### src/rtl/dvi_pkg.sv
package dvi_pkg;
  // control bit positions
  localparam int CTL_BITS    = 4;
  localparam int CTL_RUN     = 0;
  localparam int CTL_IEN_IN  = 1;
  localparam int CTL_IEN_OUT = 2;
  localparam int CTL_REQ_IN  = 3;
  // status bit positions decoded by the host driver
  localparam int STAT_W       = 8;
  localparam int STAT_RDY_IN  = 4;
  localparam int STAT_RDY_OUT = 7;
  // source indices; lower index has higher priority
  localparam int NSRC  = 2;
  localparam int SRC_A = 0;
  localparam int SRC_B = 1;
  localparam int VEC_STEP = 4;
endpackage

### src/rtl/dvi_csr_flags.sv
module dvi_csr_flags
  import dvi_pkg::*;
(
  input  logic                clk,
  input  logic                rst,
  input  logic                ctl_we,
  input  logic [CTL_BITS-1:0] ctl_wdata,
  input  logic                cmd_wr,
  input  logic                dev_busy,
  input  logic                dev_done,
  input  logic                out_taken,
  output logic [CTL_BITS-1:0] ctl_q,
  output logic                rdy_in_q,
  output logic                rdy_out_q
);
  logic run;
  logic rdy_in_d, rdy_out_d;

  assign run = ctl_q[CTL_RUN];

  always_comb begin
    rdy_in_d = rdy_in_q;
    if (!run)
      rdy_in_d = 1'b0;
    else if (cmd_wr)
      rdy_in_d = 1'b0;
    else if (ctl_q[CTL_REQ_IN] && !dev_busy)
      rdy_in_d = 1'b1;
  end

  always_comb begin
    rdy_out_d = rdy_out_q;
    if (!run)
      rdy_out_d = 1'b0;
    else if (dev_done)
      rdy_out_d = 1'b1;
    else if (out_taken)
      rdy_out_d = 1'b0;
  end

  always_ff @(posedge clk) begin
    if (rst) begin
      ctl_q     <= '0;
      rdy_in_q  <= 1'b0;
      rdy_out_q <= 1'b0;
    end else begin
      if (ctl_we) ctl_q <= ctl_wdata;
      rdy_in_q  <= rdy_in_d;
      rdy_out_q <= rdy_out_d;
    end
  end
endmodule

### src/rtl/dvi_vec_arb.sv
module dvi_vec_arb
  import dvi_pkg::*;
#(
  parameter int              VEC_W    = 9,
  parameter logic [VEC_W-1:0] VEC_BASE = 9'd192
) (
  input  logic             clk,
  input  logic             rst,
  input  logic [NSRC-1:0]  rdy,
  input  logic [NSRC-1:0]  ien,
  input  logic             bus_grant,
  output logic [NSRC-1:0]  pend,
  output logic             irq,
  output logic             vec_vld,
  output logic [VEC_W-1:0] vec_out
);
  localparam int IDX_W = (NSRC > 1) ? $clog2(NSRC) : 1;

  logic [NSRC-1:0]  serv_q, serv_d, gnt;
  logic [IDX_W-1:0] idx;
  logic             found;

  assign pend = rdy & ien & ~serv_q;

  // fixed priority: lowest index wins
  always_comb begin
    gnt   = '0;
    idx   = '0;
    found = 1'b0;
    for (int i = 0; i < NSRC; i++) begin
      if (!found && pend[i] && bus_grant) begin
        gnt[i] = 1'b1;
        idx    = IDX_W'(i);
        found  = 1'b1;
      end
    end
  end

  // a source stays serviced only while its ready flag holds
  assign serv_d = rdy & (serv_q | gnt);

  genvar g;
  generate
    for (g = 0; g < NSRC; g++) begin : g_serv
      always_ff @(posedge clk) begin
        if (rst) serv_q[g] <= 1'b0;
        else     serv_q[g] <= serv_d[g];
      end
    end
  endgenerate

  always_ff @(posedge clk) begin
    if (rst) begin
      irq     <= 1'b0;
      vec_vld <= 1'b0;
      vec_out <= '0;
    end else begin
      irq     <= |(rdy & ien & ~serv_d);
      vec_vld <= found;
      if (found)
        vec_out <= VEC_BASE + (VEC_W'(idx) * VEC_W'(VEC_STEP));
    end
  end
endmodule

### src/rtl/dual_vec_irq.sv
module dual_vec_irq
  import dvi_pkg::*;
#(
  parameter int               VEC_W    = 9,
  parameter logic [VEC_W-1:0] VEC_BASE = 9'd192
) (
  input  logic             clk,
  input  logic             rst,
  input  logic             ctl_we,
  input  logic [3:0]       ctl_wdata,
  input  logic             cmd_wr,
  input  logic             dev_busy,
  input  logic             dev_done,
  input  logic             out_taken,
  input  logic             bus_grant,
  output logic [7:0]       stat_byte,
  output logic             irq,
  output logic             vec_vld,
  output logic [VEC_W-1:0] vec_out
);
  logic [CTL_BITS-1:0] ctl_q;
  logic                rdy_in_q, rdy_out_q;
  logic [NSRC-1:0]     rdy, ien, pend;

  dvi_csr_flags u_flags (
    .clk(clk), .rst(rst), .ctl_we(ctl_we), .ctl_wdata(ctl_wdata),
    .cmd_wr(cmd_wr), .dev_busy(dev_busy), .dev_done(dev_done),
    .out_taken(out_taken), .ctl_q(ctl_q),
    .rdy_in_q(rdy_in_q), .rdy_out_q(rdy_out_q)
  );

  assign rdy[SRC_A] = rdy_in_q;
  assign rdy[SRC_B] = rdy_out_q;
  assign ien[SRC_A] = ctl_q[CTL_IEN_IN];
  assign ien[SRC_B] = ctl_q[CTL_IEN_OUT];

  dvi_vec_arb #(.VEC_W(VEC_W), .VEC_BASE(VEC_BASE)) u_arb (
    .clk(clk), .rst(rst), .rdy(rdy), .ien(ien), .bus_grant(bus_grant),
    .pend(pend), .irq(irq), .vec_vld(vec_vld), .vec_out(vec_out)
  );

  always_comb begin
    stat_byte               = '0;
    stat_byte[STAT_RDY_IN]  = rdy_in_q;
    stat_byte[STAT_RDY_OUT] = rdy_out_q;
  end
endmodule

### config.mk
export PLATFORM = sky130hd
export DESIGN_NAME = dual_vec_irq
export DESIGN_NICKNAME = d
export VERILOG_FILES = /design/src/rtl/dvi_pkg.sv /design/src/rtl/dvi_csr_flags.sv /design/src/rtl/dvi_vec_arb.sv /design/src/rtl/dual_vec_irq.sv
export SDC_FILE = /design/constraint.sdc
export NUM_CORES = 1
export LEC_CHECK = 0
export ABC_CLOCK_PERIOD_IN_PS = 900
export BUFFER_PORTS_ARGS = -buffer_cell sky130_fd_sc_hd__buf_4
export CORE_UTILIZATION = 37
export CTS_CLUSTER_SIZE = 8
export DETAILED_ROUTE_END_ITERATION = 6
export PLACE_DENSITY = 0.72
export SYNTH_ARGS = -nofsm -noshare
export SYNTH_HDL_FRONTEND = slang
export SYNTH_SLANG_ARGS = --single-unit
### constraint.sdc
create_clock -name clk -period 0.9 [get_ports clk]
set_input_delay 0.09 -clock clk [delete_from_list [all_inputs] [get_ports clk]]
set_output_delay 0.09 -clock clk [all_outputs]
set_load 0.01 [all_outputs]
== Yosys cells after proc, flatten, opt, wreduce, memory -nomap -nowiden ==
Index checks and enable logic that the tools add are counted.

* Bits in latches: 0
* Memories kept: 0
* Bits of input ports: 12
* RAM bits: 0
* Word-level logic and storage cells: 32
* Flip-flop bits (word level): 19
* Bits in read-only memories: 0

* $lt $le $gt $ge: 0
* Bitwise logic cells: 8
* Equality and inequality tests: 0
* Multipliers: 0
* Mux-type cells: 5
* Add/sub/neg operators: 1
* Div/mod/pow operators: 0
* Shift-type cells: 0
* Reductions and logical operators: 10

{| class="wikitable"
|+ Operators by type and width
! operator !! number
|-
| $add 8x3->9 const A || 1
|-
| $and 2x2->2 || 4
|-
| $mux 1 || 5
|-
| $logic_and 1x1->1 || 4
|-
| $not 2->2 || 2
|-
| $reduce_or 2->1 || 2
|-
| $reduce_or 3->1 || 1
|-
| $logic_not 1->1 || 2
|-
| $or 2x2->2 || 1
|-
| $reduce_bool 2->1 || 1
|-
| $not 1->1 || 1
|}

== Longest topological paths before layout ==
* Depth in word-level cells: 13
* Depth in mapped cells: 3
* Gate-level depth less buffers: 3

== Modules after synthesis ==
Synthesis repeated with hierarchy kept, for this count alone.

* Cells, all modules: 63
* Area, all modules: 588.1 µm²

{| class="wikitable"
|+ Modules (own cells, without submodules)
! module !! times used !! area each (µm²) !! sequential area each (µm²) !! cells an instance
|-
| dvi_vec_arb || 1 || 302.8 || 120.1 || 33
|-
| dvi_csr_flags || 1 || 221.5 || 120.1 || 21
|-
| dual_vec_irq || 1 || 63.8 || 0.0 || 9
|}

== Worst setup path after synthesis ==
Ideal clock, no wire load.

* Path kind: flip-flop to flip-flop
* From: register u_arb.serv_q[1]
* To: register u_arb.serv_q[1]
* Path buffers: 0
* Path slack: 20 ps
* Arrival: 760 ps
* Stages on the path, launching flop included: 4
* Clock period less this slack: 880 ps
* Cells stage by stage: dfxtp_1 -> and4b_2 -> a21oi_1 -> nor3b_2

* Word-level cells in the longest chain between the ends: 7

{| class="wikitable"
|+ RTL lines
! element !! line !! RTL
|-
| from (decl) || dvi_vec_arb.sv:19 || <nowiki>logic [NSRC-1:0] serv_q, serv_d, gnt;</nowiki>
|-
| from (signal, indexed assignment) || dvi_vec_arb.sv:47 || <nowiki>else serv_q[g] <= serv_d[g];</nowiki>
|-
| $not 2->2 || dvi_vec_arb.sv:23 || <nowiki>assign pend = rdy & ien & ~serv_q;</nowiki>
|-
| $and 2x2->2 || dvi_vec_arb.sv:23 ||
|-
| $logic_and 1x1->1 (2 in series) || dvi_vec_arb.sv:31 || <nowiki>if (!found && pend[i] && bus_grant) begin</nowiki>
|-
| $mux 1 || dvi_vec_arb.sv:31 ||
|-
| $or 2x2->2 * || dvi_vec_arb.sv:40 || <nowiki>assign serv_d = rdy & (serv_q | gnt);</nowiki>
|-
| $and 2x2->2 * || dvi_vec_arb.sv:40 ||
|}

Every way passes the cells marked *; elsewhere a longest branch is shown, timed or not.
A chain may end at the register's enable or synchronous reset.

== Final worst setup path ==
* From: register u_flags.rdy_in_q
* To: output stat_byte[4]

{| class="wikitable"
|+ RTL lines
! element !! line !! RTL
|-
| from (decl) || dvi_csr_flags.sv:13 || <nowiki>output logic rdy_in_q,</nowiki>
|-
| from (signal assigned) || dvi_csr_flags.sv:48 || <nowiki>rdy_in_q <= rdy_in_d;</nowiki>
|-
| to (decl) || dual_vec_irq.sv:16 || <nowiki>output logic [7:0] stat_byte,</nowiki>
|}

No word-level cell between the ends.

==> metrics.md <==
| Metric | Value |
|---|---|
| Worst min-delay path category | input port to flop |
| Max clock buf depth | 2 |
| Antenna viol nets, final | 0 |
| Largest net degree at the start of global routing | 13 |
| Fmax | 1070 MHz |
| Total power | ~1.0 mW |
| Vias | about 460 |
| GR Overflow Total | 0 |
| First-pass GRT wire length | 1.64 mm |
| Mapped Area | around 570 µm² |
| First drt pass iteration count | 2 |
| Core Area | between 1000 and 1500 µm² |
| CTS buffer count | 3 |
| Fill cell count | 134 |
| CP Data Arrival Time | 0.84 ns |
| Failing checks | setup timing |
| CP required | 0.81 ns |
| Placed cells | 94 |
| Die H | 41.2 µm |
| Post-route insts no fill | 100 |
| Die width | 41.2 µm |
| Gp weighted congestion | 0.703 |
| Max cap viols | 0 |
| Power Dens Cells | 1340 nW/µm² |
| Most frequent cells in the layout | buf_4 (20), conb_1 (12), nor2_1 (10), dfxtp_1 (7), dfxtp_2 (5) |
| Drt first-iter violations | 2 |
| Drt drc | 0 |
| H-tree depth | 1 |
| I/O Pins | 31 |
| Flops & latches, synth | 12 |
| Final Max Slew Viols | 0 |
| Layout area overhead | 31.9% |
| FP Rows | 13 |
| Most common cell after layout, fill and taps aside | buf_4 |
| Crit share post-route | 104% |
| Final Worst Setup Slack | -0.0347 ns |
| Initial antenna violation count | 0 |
| Vias per cell | 4.59 |
| Synth Warn # | 0 |
| CTS tree | done |
| Pleak | 0.369 nW |
| CP Class | flop to output pin |
| Initial core utilization | about two fifths |
| Routed len/inst | 10.9 µm |
| HP Start | dev_done |
| Crit Path Max Fanout | 5 |
| All-Layer GR Usage | 16.9% |
| RSZ-0062 raised after global routing | yes |
| Clock sink count | 12 |
| Clock skew | approximately 0.0023 ns |
| Routed WL | 1.09 mm |
| Worst setup EP type | output pin |
| Outcome | finished with violations |
| Clock Tree Root | clkbuf_4 |
| Layout cells sized above 1 | 44.7% |
| Fin nets | just under 100 |
| Final setup violation count | 5 |
| Worst r2r src | u_flags.ctl_q[2] |
| Synthesized instance count | 63 |
| Clk slew on worst S/H paths | 0.07 ns |
| Clock latency on the worst-skew pair | 0.28 ns |
| CP Launch Type | flop |
| Worst Setup SP | u_flags.rdy_in_q |
| Diode count | 0 |
| Vias in the first global route | 410 |
| Dpl hpwl | 769 µm |
| Die area | around 1700 µm² |
| Final Hold Vio Count | 0 |
| Seq/Total Area, Yosys | 42.2% |
| Min Tclk post-route | between 0.9 and 1 ns |
| Synth unique cells | 20 |
| VDD IR-drop max | 0.748 mV |
| # port buffers | 18 |
| Syn avg cell area | 9.04 µm² |
final timing paths:
check / depth (start not counted) / slack [ns] / to
setup / recovery: 2 / -0.03 / stat_byte[4]
hold / removal: 3 / 0.02 / u_flags.rdy_out_q
setup reg to reg: 3 / -0.03 / u_arb.serv_q[1]
hold reg to reg: 2 / 0.49 / u_arb.vec_out[6]
kinds of logic (layout without fill, tap and decap cells):
| group | count (synthesis) | count (layout) | share of synthesized area [%] |
|---|---|---|---|
| buffers and inverters | 19 | 30 | 22.9 |
| AO/OA/AOI/OAI | 6 | 6 | 6.15 |
| multiplexers | 4 | 4 | 7.03 |
| AND/OR/NAND/NOR | 21 | 21 | 21.1 |
| flip-flops | 12 | 12 | 42.2 |
| other | 1 | 12 | 0.659 |
timing repair:
item / in CTS / in global routing
resized for setup: 8 / 5
hold buffers: 1 / 0
endpoints found under the setup margin: 5 / 9
pin swaps: 0 / 0
endpoints found under the hold margin: 1 / 0
setup buffers: 2 / 0
through the flow:
stage / util (%) / cell area [µm²] / setup WS (ns) / TNS (ns) / hold slack (ns)
floorplan: - / 611 / 0.0201 / 0 / 0.169
global placement: 49.2 / 672 / 0.0140 / 0 / 0.260
detailed placement: 49.2 / 672 / -0.0105 / -0.0105 / 0.259
CTS: 54.6 / 746 / -0.0408 / -0.0966 / 0.0116
global route: 54.9 / 751 / -0.0691 / -0.301 / 0.00140
finish: 54.9 / 751 / -0.0347 / -0.120 / 0.0174
flip-flops by register name (all words and copies together) (netlist names):
register	cells
u_flags.rdy_in_q	1
u_arb.serv_q	2
u_arb.vec_vld	1
u_arb.vec_out	2
u_flags.rdy_out_q	1
u_flags.ctl_q	4
u_arb.irq	1
metal layers:
metal	up-vias	share of wire [%]	GRT usage (%)
met5	-	0	0
met3	4	8.4	9.78
met1	206	38	15.0
li1	228	-	-
met2	21	50	27.0
met4	0	3.3	14.5
synthesized netlist by cell type, drive strengths merged:
| cell type | count | share of area (%) |
|---|---|---|
| nand4b | 1 | 1.5 |
| clkbuf | 1 | 0.88 |
| and4b | 2 | 3.7 |
| nor4 | 1 | 1.1 |
| nor2 | 10 | 6.6 |
| a41o | 1 | 1.8 |
| nand2b | 1 | 1.1 |
| dfxtp | 12 | 42 |
| nor3 | 3 | 3.5 |
| buf | 16 | 21 |
| nor3b | 1 | 2.2 |
| o21ai | 1 | 0.88 |
| inv | 2 | 1.3 |
| nand2 | 2 | 1.3 |
| mux2i | 4 | 7.0 |
| conb | 1 | 0.66 |
| a21oi | 4 | 3.5 |
where the power goes:
part | internal (mW) | total, mW | leakage [nW] | switching (mW)
logic | 0.0590 | 0.118 | 0.256 | 0.0593
registers | 0.544 | 0.552 | 0.0999 | 0.00863
clock network | 0.156 | 0.337 | 0.0138 | 0.182
total | 0.758 | 1.01 | 0.369 | 0.250
area by class of cell:
| class | count | area, µm² | area share, % |
|---|---|---|---|
| multi-input cells | 43 | 250 | 33.3 |
| flip-flops and latches | 12 | 246 | 32.8 |
| repair buffers | 25 | 205 | 27.3 |
| clock buffers | 3 | 22.5 | 3.00 |
| well taps | 15 | 18.8 | 2.50 |
| inverters | 2 | 7.51 | 1.00 |
worst max-delay path: stages (launching register included):
cell and delay, ns:
dfxtp_2 0.34, buf_6 0.11, buf_6 0.11
Power figures use the tool's default switching activity.
